### config.mk
export PLATFORM = sky130hd
export DESIGN_NAME = asram_ctrl
export DESIGN_NICKNAME = d
export VERILOG_FILES = /design/src/rtl/asram_ctrl_pkg.sv /design/src/rtl/asram_phase_timer.sv /design/src/rtl/asram_sequencer.sv /design/src/rtl/asram_pin_decode.sv /design/src/rtl/asram_read_capture.sv /design/src/rtl/asram_ctrl.sv
export SDC_FILE = /design/constraint.sdc
export NUM_CORES = 1
export LEC_CHECK = 0
export ABC_AREA = 1
export CORE_ASPECT_RATIO = 1.25
export CORE_MARGIN = 4
export CORE_UTILIZATION = 30
export CTS_CLUSTER_SIZE = 10
export DETAILED_ROUTE_END_ITERATION = 7
export SYNTH_ARGS = -nofsm -noshare
export SYNTH_HDL_FRONTEND = slang
export SYNTH_SLANG_ARGS = --single-unit
### constraint.sdc
create_clock -name clk -period 2.3 [get_ports clk]
set_input_delay 0.345 -clock clk [delete_from_list [all_inputs] [get_ports clk]]
set_output_delay 0.345 -clock clk [all_outputs]
set_load 0.05 [all_outputs]
### src/rtl/asram_ctrl_pkg.sv
package asram_ctrl_pkg;

  typedef enum logic [2:0] {
    PH_IDLE    = 3'd0,
    PH_WTURN   = 3'd1,
    PH_WPULSE  = 3'd2,
    PH_RSETUP  = 3'd3,
    PH_RACCESS = 3'd4,
    PH_RTURN   = 3'd5
  } phase_e;

  function automatic int max_of4(input int a, input int b, input int c, input int d);
    int m;
    m = a;
    if (b > m) m = b;
    if (c > m) m = c;
    if (d > m) m = d;
    return m;
  endfunction

endpackage

### src/rtl/asram_phase_timer.sv
module asram_phase_timer #(
  parameter int CW = 2
) (
  input  logic          clk,
  input  logic          rst_n,
  input  logic          load,
  input  logic [CW-1:0] load_val,
  output logic          done
);

  logic [CW-1:0] cnt;

  // Loaded with (length - 1) on phase entry, counts down to zero.
  always_ff @(posedge clk or negedge rst_n) begin
    if (!rst_n)          cnt <= '0;
    else if (load)       cnt <= load_val;
    else if (cnt != '0)  cnt <= cnt - 1'b1;
  end

  assign done = (cnt == '0);

endmodule

### src/rtl/asram_sequencer.sv
module asram_sequencer
  import asram_ctrl_pkg::*;
#(
  parameter int SETUP_CYC  = 1,
  parameter int WPULSE_CYC = 2,
  parameter int ACCESS_CYC = 2,
  parameter int TURN_CYC   = 1,
  parameter int CW         = 2
) (
  input  logic          clk,
  input  logic          rst_n,
  input  logic          req_valid,
  input  logic          req_write,
  input  logic          timer_done,
  output phase_e        phase,
  output logic          timer_load,
  output logic [CW-1:0] timer_val,
  output logic          accept,
  output logic          capture
);

  localparam logic [CW-1:0] SETUP_V  = CW'(SETUP_CYC - 1);
  localparam logic [CW-1:0] WPULSE_V = CW'(WPULSE_CYC - 1);
  localparam logic [CW-1:0] ACCESS_V = CW'(ACCESS_CYC - 1);
  localparam logic [CW-1:0] TURN_V   = CW'(TURN_CYC - 1);

  phase_e nxt;

  always_comb begin
    nxt        = phase;
    timer_load = 1'b0;
    timer_val  = '0;
    accept     = 1'b0;
    capture    = 1'b0;
    unique case (phase)
      PH_IDLE: begin
        if (req_valid) begin
          accept     = 1'b1;
          timer_load = 1'b1;
          if (req_write) begin
            nxt       = PH_WTURN;
            timer_val = TURN_V;
          end else begin
            nxt       = PH_RSETUP;
            timer_val = SETUP_V;
          end
        end
      end
      PH_WTURN: begin
        if (timer_done) begin
          nxt        = PH_WPULSE;
          timer_load = 1'b1;
          timer_val  = WPULSE_V;
        end
      end
      PH_WPULSE: begin
        if (timer_done) nxt = PH_IDLE;
      end
      PH_RSETUP: begin
        if (timer_done) begin
          nxt        = PH_RACCESS;
          timer_load = 1'b1;
          timer_val  = ACCESS_V;
        end
      end
      PH_RACCESS: begin
        if (timer_done) begin
          nxt        = PH_RTURN;
          timer_load = 1'b1;
          timer_val  = TURN_V;
          capture    = 1'b1;
        end
      end
      PH_RTURN: begin
        if (timer_done) nxt = PH_IDLE;
      end
      default: nxt = PH_IDLE;
    endcase
  end

  always_ff @(posedge clk or negedge rst_n) begin
    if (!rst_n) phase <= PH_IDLE;
    else        phase <= nxt;
  end

  // an accepted request leaves idle on the next cycle
  a_r8_busy_after_accept: assert property (@(posedge clk) disable iff (!rst_n)
    accept |=> (phase != PH_IDLE));

  // a read access phase is always entered from the setup phase
  a_r5_access_after_setup: assert property (@(posedge clk) disable iff (!rst_n)
    (phase == PH_RACCESS && $past(phase) != PH_RACCESS) |-> $past(phase) == PH_RSETUP);

endmodule

### src/rtl/asram_pin_decode.sv
module asram_pin_decode
  import asram_ctrl_pkg::*;
(
  input  phase_e phase,
  output logic   sel_n,
  output logic   wstb_n,
  output logic   ostb_n,
  output logic   dout_en
);

  always_comb begin
    sel_n   = 1'b1;
    wstb_n  = 1'b1;
    ostb_n  = 1'b1;
    dout_en = 1'b0;
    unique case (phase)
      PH_WTURN:   sel_n = 1'b0;
      PH_WPULSE: begin
        sel_n   = 1'b0;
        wstb_n  = 1'b0;
        dout_en = 1'b1;
      end
      PH_RSETUP:  sel_n = 1'b0;
      PH_RACCESS: begin
        sel_n  = 1'b0;
        ostb_n = 1'b0;
      end
      default: ;
    endcase
  end

endmodule

### src/rtl/asram_read_capture.sv
module asram_read_capture #(
  parameter int DW = 8
) (
  input  logic          clk,
  input  logic          rst_n,
  input  logic          capture,
  input  logic [DW-1:0] din,
  output logic          rsp_valid,
  output logic [DW-1:0] rsp_rdata
);

  always_ff @(posedge clk or negedge rst_n) begin
    if (!rst_n) begin
      rsp_valid <= 1'b0;
      rsp_rdata <= '0;
    end else begin
      rsp_valid <= capture;
      if (capture) rsp_rdata <= din;
    end
  end

endmodule

### src/rtl/asram_ctrl.sv
module asram_ctrl
  import asram_ctrl_pkg::*;
#(
  parameter int AW         = 15,
  parameter int DW         = 8,
  parameter int SETUP_CYC  = 1,
  parameter int WPULSE_CYC = 2,
  parameter int ACCESS_CYC = 2,
  parameter int TURN_CYC   = 1
) (
  input  logic          clk,
  input  logic          rst_n,
  input  logic          req_valid,
  output logic          req_ready,
  input  logic          req_write,
  input  logic [AW-1:0] req_addr,
  input  logic [DW-1:0] req_wdata,
  output logic          rsp_valid,
  output logic [DW-1:0] rsp_rdata,
  output logic          mem_sel_n,
  output logic          mem_wstb_n,
  output logic          mem_ostb_n,
  output logic [AW-1:0] mem_addr,
  output logic [DW-1:0] mem_dout,
  output logic          mem_dout_en,
  input  logic [DW-1:0] mem_din
);

  localparam int MAXLEN = max_of4(SETUP_CYC, WPULSE_CYC, ACCESS_CYC, TURN_CYC);
  localparam int CW     = $clog2(MAXLEN) + 1;

  phase_e        phase;
  logic          timer_load;
  logic [CW-1:0] timer_val;
  logic          timer_done;
  logic          accept;
  logic          capture;
  logic [AW-1:0] addr_q;
  logic [DW-1:0] wdata_q;

  asram_phase_timer #(.CW(CW)) u_timer (
    .clk      (clk),
    .rst_n    (rst_n),
    .load     (timer_load),
    .load_val (timer_val),
    .done     (timer_done)
  );

  asram_sequencer #(
    .SETUP_CYC  (SETUP_CYC),
    .WPULSE_CYC (WPULSE_CYC),
    .ACCESS_CYC (ACCESS_CYC),
    .TURN_CYC   (TURN_CYC),
    .CW         (CW)
  ) u_seq (
    .clk        (clk),
    .rst_n      (rst_n),
    .req_valid  (req_valid),
    .req_write  (req_write),
    .timer_done (timer_done),
    .phase      (phase),
    .timer_load (timer_load),
    .timer_val  (timer_val),
    .accept     (accept),
    .capture    (capture)
  );

  asram_pin_decode u_pins (
    .phase   (phase),
    .sel_n   (mem_sel_n),
    .wstb_n  (mem_wstb_n),
    .ostb_n  (mem_ostb_n),
    .dout_en (mem_dout_en)
  );

  asram_read_capture #(.DW(DW)) u_rcap (
    .clk       (clk),
    .rst_n     (rst_n),
    .capture   (capture),
    .din       (mem_din),
    .rsp_valid (rsp_valid),
    .rsp_rdata (rsp_rdata)
  );

  // Request capture: address and data are frozen for the whole memory cycle.
  always_ff @(posedge clk or negedge rst_n) begin
    if (!rst_n) begin
      addr_q  <= '0;
      wdata_q <= '0;
    end else if (accept) begin
      addr_q  <= req_addr;
      wdata_q <= req_wdata;
    end
  end

  assign req_ready = (phase == PH_IDLE);
  assign mem_addr  = addr_q;
  assign mem_dout  = wdata_q;

  // no strobe is active while the memory is deselected
  a_r2_strobes_need_sel: assert property (@(posedge clk) disable iff (!rst_n)
    mem_sel_n |-> (mem_wstb_n && mem_ostb_n));

  // select is already low in the cycle before the write strobe falls
  a_r3_sel_leads_write: assert property (@(posedge clk) disable iff (!rst_n)
    $fell(mem_wstb_n) |-> $past(!mem_sel_n));

  // drivers are off in the cycle the write strobe returns high
  a_r4_release_with_strobe: assert property (@(posedge clk) disable iff (!rst_n)
    $rose(mem_wstb_n) |-> !mem_dout_en);

  // controller never drives while the memory may drive
  a_r4_no_contention: assert property (@(posedge clk) disable iff (!rst_n)
    mem_dout_en |-> mem_ostb_n);

  // the response pulse lasts a single cycle
  a_r6_single_pulse: assert property (@(posedge clk) disable iff (!rst_n)
    rsp_valid |=> !rsp_valid);

  // ready drops right after a request is taken
  a_r8_ready_drops: assert property (@(posedge clk) disable iff (!rst_n)
    (req_valid && req_ready) |=> !req_ready);

  // address stays put while the memory remains selected
  a_r9_addr_stable: assert property (@(posedge clk) disable iff (!rst_n)
    (!mem_sel_n && $past(!mem_sel_n)) |-> $stable(mem_addr));

endmodule

==> reports/results.ini, run 1 <==
[critical_path]
r2r_end=mem_addr[6]$_DFFE_PN0P_
path_max_fanout=4
cp_slowest_stage_delay_ps=800
cp_slowest_cell=clkdlybuf4s50_1
critPathKind=register to primary output
cp.required_ps=1960
worstPathArrival_ps=1800
start_kind=register
r2r_start=u_seq.phase[1]$_DFFE_PN0P_
endpoint_kind=primary output
reg2regPathDepth=5
crit_chain=inv_1 > nor2_1 > nand2_1 > clkdlybuf4s50_1
rrSetupSlack_ps=790

[logic_synthesis]
synth_top_cell_area_share_pct=58.7
yosys_warnings=0
syn_area_mm2=0.00158
synth-compound-area-share_pct=10.0
yosysMostFrequentCell=nand2_1
synth_ff_type=dfrtp_1
synth_edf_count=0
synth_area_per_cell_um2=8.81
synthMuxAreaShare_pct=0
synth_fp_nets=215
synth_adder_area_share_pct=0.794
synthSimpleGateAreaFrac_pct=20.4
synthXorXnorAreaFrac_pct=0
ys_seq_area_share_pct=58.7
ys_types=22
synthTopCellsByArea=dfrtp_1 59%, nand2_1 15%, o21ai_0 7.6%
synth_top_family_by_area=simple AND/OR/NAND/NOR gates
synthCells=179
synthTopCellsByCount=61 x nand2_1, 37 x dfrtp_1, 30 x inv_1
ys_ff_latch=37
synthArstFlopShare_pct=100
synth_area_leader_cell=dfrtp_1

[job]
cap_violations=0

[global_routing]
grt_max_degree=38
grt_pass1_vias=1290
antenna_found_initial=0
grt.overflow.total=0
grt_pass1_wl_um=5640
track_usage_pct=11.2

[route]
drtPass1Iterations=4
drt-initial-drc-count=45
vias=1326
routed_wl_um=3380
detail_route.wl_per_cell_um=10.7
ant_nets=0
vias_per_cell=4.21
drc_errors=0

[power_and_ir_drop]
vdd_ir_drop_max_uv=753
power.leakage_uw=0.00122
p_per_area_mw_per_mm2=1690

[finish]
area_growth_pct=54.6
fillers=534
fin_nets=288
stdcell_area_mm2=0.00244
antenna_cells=0
drive_gt1_share_pct=6.32

[clock_tree]
postCtsHoldBufs=0
post_cts_buffers=0
cts.reportedPaths.clkPinSlew_ps=70
clk_latency_ps=280
cts_tree=built
htreeDepth=2
clock_sinks=37
cts-root-buf=clkbuf_8
cts_buffers=5
clockBufferDepth=2
cts_resized=0

[placed_design]
io_buffers=71
dpl.hpwl_um=2490
gp_congestion=0.817
post_dp_cell_area_mm2=0.00233

[sta]
timing.fmax_mhz=466
min_period_ps=2150
final.period_utilization_pct=93.3
final-hold-violation-count=0
setup_violations=0
fin_skew_ps=5.84
slew_violations=0
rsz0062_at_grt=no
slew_headroom_pct=44.1
setup_tns_ps=0
worst_pin_slew_ps=838

[min_path]
hold_class=input pin to async pin

[die]
dieArea_mm2=0.00649
fp.dieH_um=89.1
coreArea_mm2=0.00508
chipWidth_um=72.8
io_pins=72
row_count=29
start_util_pct=31.0

[outcome]
status=complete, no violations

## cell families (layout without fill, tap and decap cells)
| family | Yosys count | count (layout) |
|---|---|---|
| compound gates | 29 | 29 |
| fa+ha+maj | 1 | 1 |
| buf+inv | 38 | 112 |
| flops | 37 | 37 |
| simple gates | 74 | 74 |
## area by class of cell
| cell class | instances | area [um2] | area share (%) |
|---|---|---|---|
| sequential | 37 | 926 | 38.0 |
| clock inverter | 1 | 5.00 | 0.205 |
| clock buffer | 7 | 96.3 | 3.95 |
| inverter | 32 | 120 | 4.93 |
| multi-input combinational | 104 | 492 | 20.2 |
| tap | 62 | 77.6 | 3.18 |
| timing repair buffer | 72 | 721 | 29.6 |
## worst max-delay path by stage
stage                               start          end  cells after the start
2_1_floorplan  u_seq.phase[0]$_DFFE_PN0P_    mem_sel_n                      4
3_3_place_gp   u_seq.phase[1]$_DFFE_PN0P_  mem_dout_en                      5
3_5_place_dp   u_seq.phase[1]$_DFFE_PN0P_  mem_dout_en                      5
4_1_cts        u_seq.phase[1]$_DFFE_PN0P_  mem_dout_en                      5
5_1_grt        u_seq.phase[1]$_DFFE_PN0P_   mem_wstb_n                      4
6_report       u_seq.phase[1]$_DFFE_PN0P_   mem_wstb_n                      4
## per-layer routing
layer	GRT usage, %	wire [um]	part of all wire (%)	vias to the layer above
met5	0	0	0	-
met4	4.53	51	1.5	0
met3	3.49	252	7.5	6
met2	19.2	1680	50	41
met1	12.9	1390	41	586
li1	-	-	-	693
## flip-flops by register name (all words and copies together), names as in the netlist
name and cells:
mem_addr 15, mem_dout 8, u_rcap.rsp_rdata 8, u_seq.phase 3, u_timer.cnt 2, u_rcap.rsp_valid 1
## cells in the final DEF, fill, tap and decap left out, drive strengths merged
| master | instances |
|---|---|
| a211oi | 1 |
| a21oi | 2 |
| buf | 2 |
| clkbuf | 7 |
| clkdlybuf4s50 | 67 |
| clkinv | 2 |
| dfrtp | 37 |
| dlymetal6s2s | 3 |
| ha | 1 |
| inv | 31 |
| nand2 | 61 |
| nand3 | 4 |
| nand4 | 3 |
| nor2 | 6 |
| o2111ai | 1 |
| o211ai | 1 |
| o21ai | 24 |
## stage by stage
stage / worst slack, ps / total power, uW / util (%) / instances / hold slack (ps)
after floorplan: 270 / 2860 / - / 179 / 49.4
after global placement: 371 / 3660 / 45.8 / 307 / 461
after detailed placement: 351 / 3680 / 45.8 / 307 / 464
after CTS: 29.0 / 4190 / 47.8 / 315 / 195
after global routing: 16.9 / 4400 / 48.0 / 315 / 233
final: 155 / 4120 / 48.0 / 315 / 167
## where the power goes
group          internal (uW)  total [uW]  switching [uW]
sequential               960        1140             176
clock                    271         485             214
combinational            811        2500            1690
## worst max-delay path: cells and delay by family (launching register included)
kind                   cells  cell delay [ps]
buffers and inverters      2              930
AND/OR/NAND/NOR            2              160
flip-flops                 1              430
(Power assumes the default switching activity.)
==> run 2, diff against run 1 <==
--- a/config.mk
+++ b/config.mk
@@ -5,12 +5,13 @@
 export SDC_FILE = /design/constraint.sdc
 export NUM_CORES = 1
 export LEC_CHECK = 0
-export ABC_AREA = 1
-export CORE_ASPECT_RATIO = 1.25
+export ABC_AREA = 0
+export CORE_ASPECT_RATIO = 1.2
 export CORE_MARGIN = 4
 export CORE_UTILIZATION = 30
 export CTS_CLUSTER_SIZE = 10
 export DETAILED_ROUTE_END_ITERATION = 7
+export SLEW_MARGIN = 20
 export SYNTH_ARGS = -nofsm -noshare
 export SYNTH_HDL_FRONTEND = slang
 export SYNTH_SLANG_ARGS = --single-unit
==> run 2 against run 1 <==
  * Die area increased by 3.4%
  * Synthesized area increased by 3.8%
  * Non-clock buffer count increased by 1
  * Wire length increased by 11%
  * Fmax decreased by 2.4%
  * Global-route usage increased by 0.18 points
  * Via count decreased by 16%
  * First-iteration DRC count decreased by 13%
  * Setup slack got worse by 53 ps
  * Worst hold slack got worse by 14 ps
  * Final cell count decreased by 22%
  * Count of clock-buffer cells in the layout unchanged
  * Critical path type unchanged
  * Largest cell class unchanged
==> reports/results.ini, run 2 <==
[logic_synthesis]
synth_ff_type=dfrtp_1  ; unchanged
syn_area_mm2=0.00164  ; was 0.00158 mm2
ys_ff_latch=37  ; unchanged
ys_types=24  ; was 22
synth_fp_nets=143  ; was 215
synthTopCellsByArea=dfrtp_1 57%, mux2_4 17%, mux2_2 8.3%  ; was dfrtp_1 59%, nand2_1 15%, o21ai_0 7.6%
synthTopCellsByCount=37 x dfrtp_1, 19 x mux2_4, 12 x mux2_2  ; was 61 x nand2_1, 37 x dfrtp_1, 30 x inv_1
yosys_warnings=0  ; unchanged
synth_edf_count=0  ; unchanged
synth_area_leader_cell=dfrtp_1  ; unchanged
synthCells=107  ; was 179
synth_top_cell_area_share_pct=56.6  ; was 58.7%
synth_area_per_cell_um2=15.3  ; was 8.81 um2
yosysMostFrequentCell=dfrtp_1  ; was nand2_1
ys_seq_area_share_pct=56.6  ; was 58.7%
synthArstFlopShare_pct=100  ; unchanged

[clock_tree]
clk_latency_ps=280  ; about the same
postCtsHoldBufs=0  ; unchanged
cts.reportedPaths.clkPinSlew_ps=80  ; was 70 ps
clock_sinks=37  ; unchanged
cts_tree=built  ; unchanged
cts_buffers=5  ; unchanged
htreeDepth=2  ; unchanged
clockBufferDepth=2  ; unchanged
cts_resized=0  ; unchanged
post_cts_buffers=0  ; unchanged
cts-root-buf=clkbuf_8  ; unchanged

[sta]
final.period_utilization_pct=95.6  ; was 93.3%
fin_skew_ps=11.1  ; was 5.84 ps
min_period_ps=2200  ; was 2150 ps
rsz0062_at_grt=no  ; unchanged
final-hold-violation-count=0  ; unchanged
setup_violations=0  ; unchanged
setup_tns_ps=0  ; unchanged
worst_pin_slew_ps=830  ; was 838 ps
slew_headroom_pct=44.7  ; was 44.1%
timing.fmax_mhz=455  ; was 466 MHz
slew_violations=0  ; unchanged

[global_routing]
grt_use_met1_pct=13.4  ; was 12.9%
met3_usage_pct=3.26  ; was 3.49%
track_usage_pct=11.4  ; was 11.2%
antenna_found_initial=0  ; unchanged
grt.busiest_layer=met2  ; unchanged
grt_pass1_wl_um=5730  ; was 5640 um
grt_max_degree=38  ; unchanged
grt.overflow.total=0  ; unchanged
grt_pass1_vias=1216  ; was 1290
use_met2_pct=19.5  ; was 19.2%

[critical_path]
cp_slowest_stage_delay_ps=830  ; was 800 ps
crit_buf_inv=1  ; was 2
endpoint_kind=primary output  ; unchanged
start_kind=register  ; unchanged
path_max_fanout=10  ; was 4
worstPathArrival_ps=1850  ; was 1800 ps
critPathKind=register to primary output  ; unchanged
critPathTopFamily=buffers and inverters  ; unchanged
cp_slowest_cell=clkdlybuf4s50_1  ; unchanged
crit_chain=nor3_1 > clkdlybuf4s50_1  ; was inv_1 > nor2_1 > nand2_1 > clkdlybuf4s50_1
cp.required_ps=1960  ; about the same
rrSetupSlack_ps=560  ; was 790 ps

[finish]
stdcell_area_mm2=0.00249  ; was 0.00244 mm2
final_cell_mix=67 x clkdlybuf4s50_1, 37 x dfrtp_1, 19 x mux2_4  ; was 67 x clkdlybuf4s50_1, 61 x nand2_1, 37 x dfrtp_1
final_util_pct=47.0  ; was 48.0%
largest_reg_flops=15  ; unchanged
fin_nets=218  ; was 288
area_growth_pct=52.1  ; was 54.6%
antenna_cells=0  ; unchanged
final_common_cell=clkdlybuf4s50_1  ; unchanged
drive_gt1_share_pct=26.2  ; was 6.32%

[placed_design]
post_dp_cell_area_mm2=0.00237  ; was 0.00233 mm2
dpl.hpwl_um=2860  ; was 2490 um
gp_congestion=0.743  ; was 0.817
io_buffers=71  ; unchanged

[die]
chipWidth_um=75.4  ; was 72.8 um
coreArea_mm2=0.00530  ; was 0.00508 mm2
dieArea_mm2=0.00671  ; was 0.00649 mm2
row_count=29  ; unchanged
io_pins=72  ; unchanged
fp.dieH_um=88.9  ; was 89.1 um
start_util_pct=30.9  ; was 31.0%

[route]
drtPass1Iterations=4  ; unchanged
drc_errors=0  ; unchanged
ant_nets=0  ; unchanged
vias=1112  ; was 1326
drt-initial-drc-count=39  ; was 45
detail_route.wl_per_cell_um=15.2  ; was 10.7 um
vias_per_cell=4.54  ; was 4.21
routed_wl_um=3740  ; was 3380 um

[outcome]
status=complete, no violations  ; unchanged

[job]
cap_violations=0  ; unchanged

[min_path]
hold_class=input pin to async pin  ; unchanged

-- run 2: changes by cell type after synthesis, moves of 3 or more --
| cell | previous run | this run |
|---|---|---|
| buf_2 | 4 | 1 |
| nor2_1 | 5 | 2 |
| mux2_2 | 0 | 12 |
| inv_1 | 30 | 5 |
| o21ai_0 | 24 | 0 |
| mux2_4 | 0 | 19 |
| nand2_1 | 61 | 9 |
-- run 2: metal layers --
layer	up-vias	wire length, um
met4	0	65
met3	6	180
met2	31	2080
li1	521	-
met5	-	0
met1	554	1410
-- run 2: logic make-up (layout without fill, tap and decap cells) --
logic type | Yosys count | count (layout) | share of synthesized area (%)
fa+ha+maj | 1 | 1 | 0.764
simple gates | 18 | 18 | 6.96
mux | 31 | 31 | 25.7
buf+inv | 10 | 86 | 5.28
flops | 37 | 37 | 56.6
compound gates | 9 | 9 | 4.21
xor+xnor | 1 | 1 | 0.535
-- run 2: path summary, 6_finish.rpt --
check	start	end	cells past startpoint
max	u_seq.phase[1]$_DFFE_PN0P_	req_ready	2
min	rst_n	mem_addr[2]$_DFFE_PN0P_	1
max reg2reg	u_timer.cnt[0]$_DFFE_PN0P_	u_rcap.rsp_rdata[0]$_DFFE_PN0P_	5
min reg2reg	mem_dout[1]$_DFFE_PN0P_	mem_dout[1]$_DFFE_PN0P_	1
max in group asynchronous	rst_n	u_rcap.rsp_valid$_DFF_PN0_	1
min in group clk	mem_dout[1]$_DFFE_PN0P_	mem_dout[1]$_DFFE_PN0P_	1
-- run 2: layout make-up --
cell class | count | area [um2]
Clock buffer | 7 | 86.3
Multi-Input combinational cell | 60 | 624
Inverter | 5 | 18.8
Tap cell | 62 | 77.6
Clock inverter | 1 | 30.0
Sequential cell | 37 | 926
Fill cell | 471 | 2810
Timing Repair Buffer | 73 | 726
-- run 2: worst register-to-register path, cell delays in order (launching register included) --
cell	delay, ps
dfrtp_1	410
inv_1	70
ha_1	250
nand2_1	140
nor3_4	380
mux2_2	380
-- run 2: through the flow --
stage | hold WS [ps] | setup slack [ps] | instances
final | 153 | 101 | 245
after global routing | 220 | 43.1 | 245
after floorplan | 49.4 | 328 | 107
after detailed placement | 495 | 379 | 237
after CTS | 182 | 75.8 | 245
after global placement | 477 | 398 | 237
Power of run 2 is not shown: default switching activity piles up to over one toggle a cycle in this logic, so the estimate is an artifact.
==> run 3, diff against run 2 <==
==> constraint.sdc (replaced) <==
create_clock -name clk -period 2.3 [get_ports clk]
set_input_delay 0.345 -clock clk [delete_from_list [all_inputs] [get_ports clk]]
set_output_delay 0.345 -clock clk [all_outputs]
set_load 0.02 [all_outputs]
==> run 3 against run 2 <==
  * Via count fell by 1.2%
  * Utilization is 0.35 points higher
  * Worst hold slack worse by 14 ps
  * Count of clock-buffer cells in the layout is 1 lower
  * First-iteration DRC count fell by 31%
==> reports/results.ini, run 3 (synthesis gave the netlist of run 2 again) <==
[clock_tree]
cts-root-buf=clkbuf_8  ; unchanged
htreeDepth=2  ; unchanged
cts.reportedPaths.clkPinSlew_ps=80  ; about the same
cts_tree=built  ; unchanged
clockBufferDepth=2  ; unchanged
post_cts_buffers=0  ; unchanged
postCtsHoldBufs=0  ; unchanged
clock_sinks=37  ; unchanged
clk_latency_ps=290  ; was 280 ps
cts_buffers=5  ; unchanged
cts_resized=0  ; unchanged

[global_routing]
grt_pass1_wl_um=5610  ; was 5730 um
grt_pass1_vias=1121  ; was 1216
use_met2_pct=19.5  ; unchanged
met3_usage_pct=2.47  ; was 3.26%
grt_max_degree=38  ; unchanged
antenna_found_initial=0  ; unchanged
grt_use_met1_pct=13.3  ; was 13.4%
grt.busiest_layer=met2  ; unchanged
grt.overflow.total=0  ; unchanged
track_usage_pct=11.1  ; was 11.4%

[route]
ant_nets=0  ; unchanged
vias=1099  ; was 1112
vias_per_cell=4.47  ; was 4.54
drc_errors=0  ; unchanged
drtPass1Iterations=4  ; unchanged
routed_wl_um=3790  ; was 3740 um
drt-initial-drc-count=27  ; was 39
detail_route.wl_per_cell_um=15.4  ; was 15.2 um

[critical_path]
cp_slowest_stage_delay_ps=620  ; was 830 ps
cp.required_ps=1960  ; about the same
start_kind=register  ; unchanged
r2r_start=u_timer.cnt[0]$_DFFE_PN0P_  ; unchanged
reg2regPathDepth=5  ; unchanged
crit_buf_inv=2  ; was 1
crit_chain=inv_1 > xnor2_1 > clkdlybuf4s50_1  ; was nor3_1 > clkdlybuf4s50_1
endpoint_kind=primary output  ; unchanged
r2r_end=u_rcap.rsp_rdata[4]$_DFFE_PN0P_  ; was u_rcap.rsp_rdata[0]$_DFFE_PN0P_
path_max_fanout=12  ; was 10
cp_slowest_cell=clkdlybuf4s50_1  ; unchanged
rrSetupSlack_ps=530  ; was 560 ps
worstPathArrival_ps=1750  ; was 1850 ps
critPathKind=register to primary output  ; unchanged
critPathTopFamily=buffers and inverters  ; unchanged

[power_and_ir_drop]
p_switching_uw=1370
p_int_uw=2470
vdd_ir_drop_max_uv=667
power.leakage_uw=0.00108
p_per_area_mw_per_mm2=1530
sw_frac_of_total_pct=35.6
power_frac_seq_pct=30.2
pwr-share-clk_pct=15.3
p_total_uw=3830
pwr-share-comb_pct=54.5

[sta]
final-hold-violation-count=0  ; unchanged
final.period_utilization_pct=91.2  ; was 95.6%
setup_tns_ps=0  ; unchanged
timing.fmax_mhz=477  ; was 455 MHz
slew_headroom_pct=45.8  ; was 44.7%
min_period_ps=2100  ; was 2200 ps
slew_violations=0  ; unchanged
worst_pin_slew_ps=813  ; was 830 ps
setup_violations=0  ; unchanged
worst_slack_ps=203  ; was 101 ps
rsz0062_at_grt=no  ; unchanged
fin_skew_ps=13.5  ; was 11.1 ps

[placed_design]
dpl.hpwl_um=2880  ; was 2860 um
gp_congestion=0.768  ; was 0.743
io_buffers=71  ; unchanged
pre_cts_ws_ps=462  ; was 379 ps

[finish]
area_growth_pct=53.2  ; was 52.1%
final_cell_mix=70 x clkdlybuf4s50_1, 37 x dfrtp_1, 19 x mux2_4  ; was 67 x clkdlybuf4s50_1, 37 x dfrtp_1, 19 x mux2_4
final_util_pct=47.3  ; was 47.0%
antenna_cells=0  ; unchanged
fin_nets=219  ; was 218
fillers=465  ; was 471
largest_reg_flops=15  ; unchanged
final_common_cell=clkdlybuf4s50_1  ; unchanged
drive_gt1_share_pct=25.5  ; was 26.2%

[die]
chipWidth_um=75.4  ; unchanged
row_count=29  ; unchanged
io_pins=72  ; unchanged
dieArea_mm2=0.00671  ; unchanged
coreArea_mm2=0.00530  ; unchanged
start_util_pct=30.9  ; unchanged
fp.dieH_um=88.9  ; unchanged

[outcome]
status=complete, no violations  ; unchanged

[min_path]
hold_class=input pin to async pin  ; unchanged

[job]
cap_violations=0  ; unchanged

-- run 3: final cells by class --
| type | count | area [um2] | area share (%) |
|---|---|---|---|
| Multi-Input combinational cell | 60 | 624 | 24.9 |
| Tap cell | 62 | 77.6 | 3.09 |
| Clock inverter | 2 | 37.5 | 1.50 |
| Sequential cell | 37 | 926 | 36.9 |
| Inverter | 5 | 18.8 | 0.749 |
| Clock buffer | 6 | 82.6 | 3.29 |
| Timing Repair Buffer | 74 | 741 | 29.5 |
-- run 3: per-stage QoR --
step | cell area [um2] | instances | hold WS, ps
after floorplan | 1640 | 107 | 49.4
after global placement | 2390 | 238 | 476
after detailed placement | 2390 | 238 | 490
after CTS | 2510 | 246 | 170
after global routing | 2510 | 246 | 215
final | 2510 | 246 | 139
-- run 3: how the worst max path moves through the flow --
stage          cells after the start                               to                       start  slack, ps
2_1_floorplan                      5  u_rcap.rsp_rdata[0]$_DFFE_PN0P_  u_timer.cnt[0]$_DFFE_PN0P_        760
3_3_place_gp                       5          mem_dout[0]$_DFFE_PN0P_                   req_valid        500
3_5_place_dp                       5          mem_dout[0]$_DFFE_PN0P_                   req_valid        460
4_1_cts                            3                        mem_sel_n  u_seq.phase[2]$_DFFE_PN0P_        180
5_1_grt                            3                        mem_sel_n  u_seq.phase[2]$_DFFE_PN0P_         80
6_report                           3                        mem_sel_n  u_seq.phase[2]$_DFFE_PN0P_        200
-- run 3: per-layer routing --
| metal | vias up | wire (um) |
|---|---|---|
| met5 | - | 0 |
| met2 | 36 | 2200 |
| li1 | 518 | - |
| met3 | 2 | 139 |
| met4 | 0 | 33 |
| met1 | 543 | 1420 |
-- run 3: worst register-to-register path, cell delays in order (launching register included) --
cell and delay (ps):
dfrtp_1 420, inv_1 70, ha_1 240, nand2_1 140
nor3_4 380, mux2_2 400
-- run 3: power by group through the flow --
stage                     logic [uW]  registers, uW  clock network (uW)
after global routing            2220           1200                 631
after global placement          2070           1150                   0
after CTS                       2120           1160                 608
after floorplan                  969           1460                   0
after detailed placement        2110           1170                   0
final                           2090           1160                 586
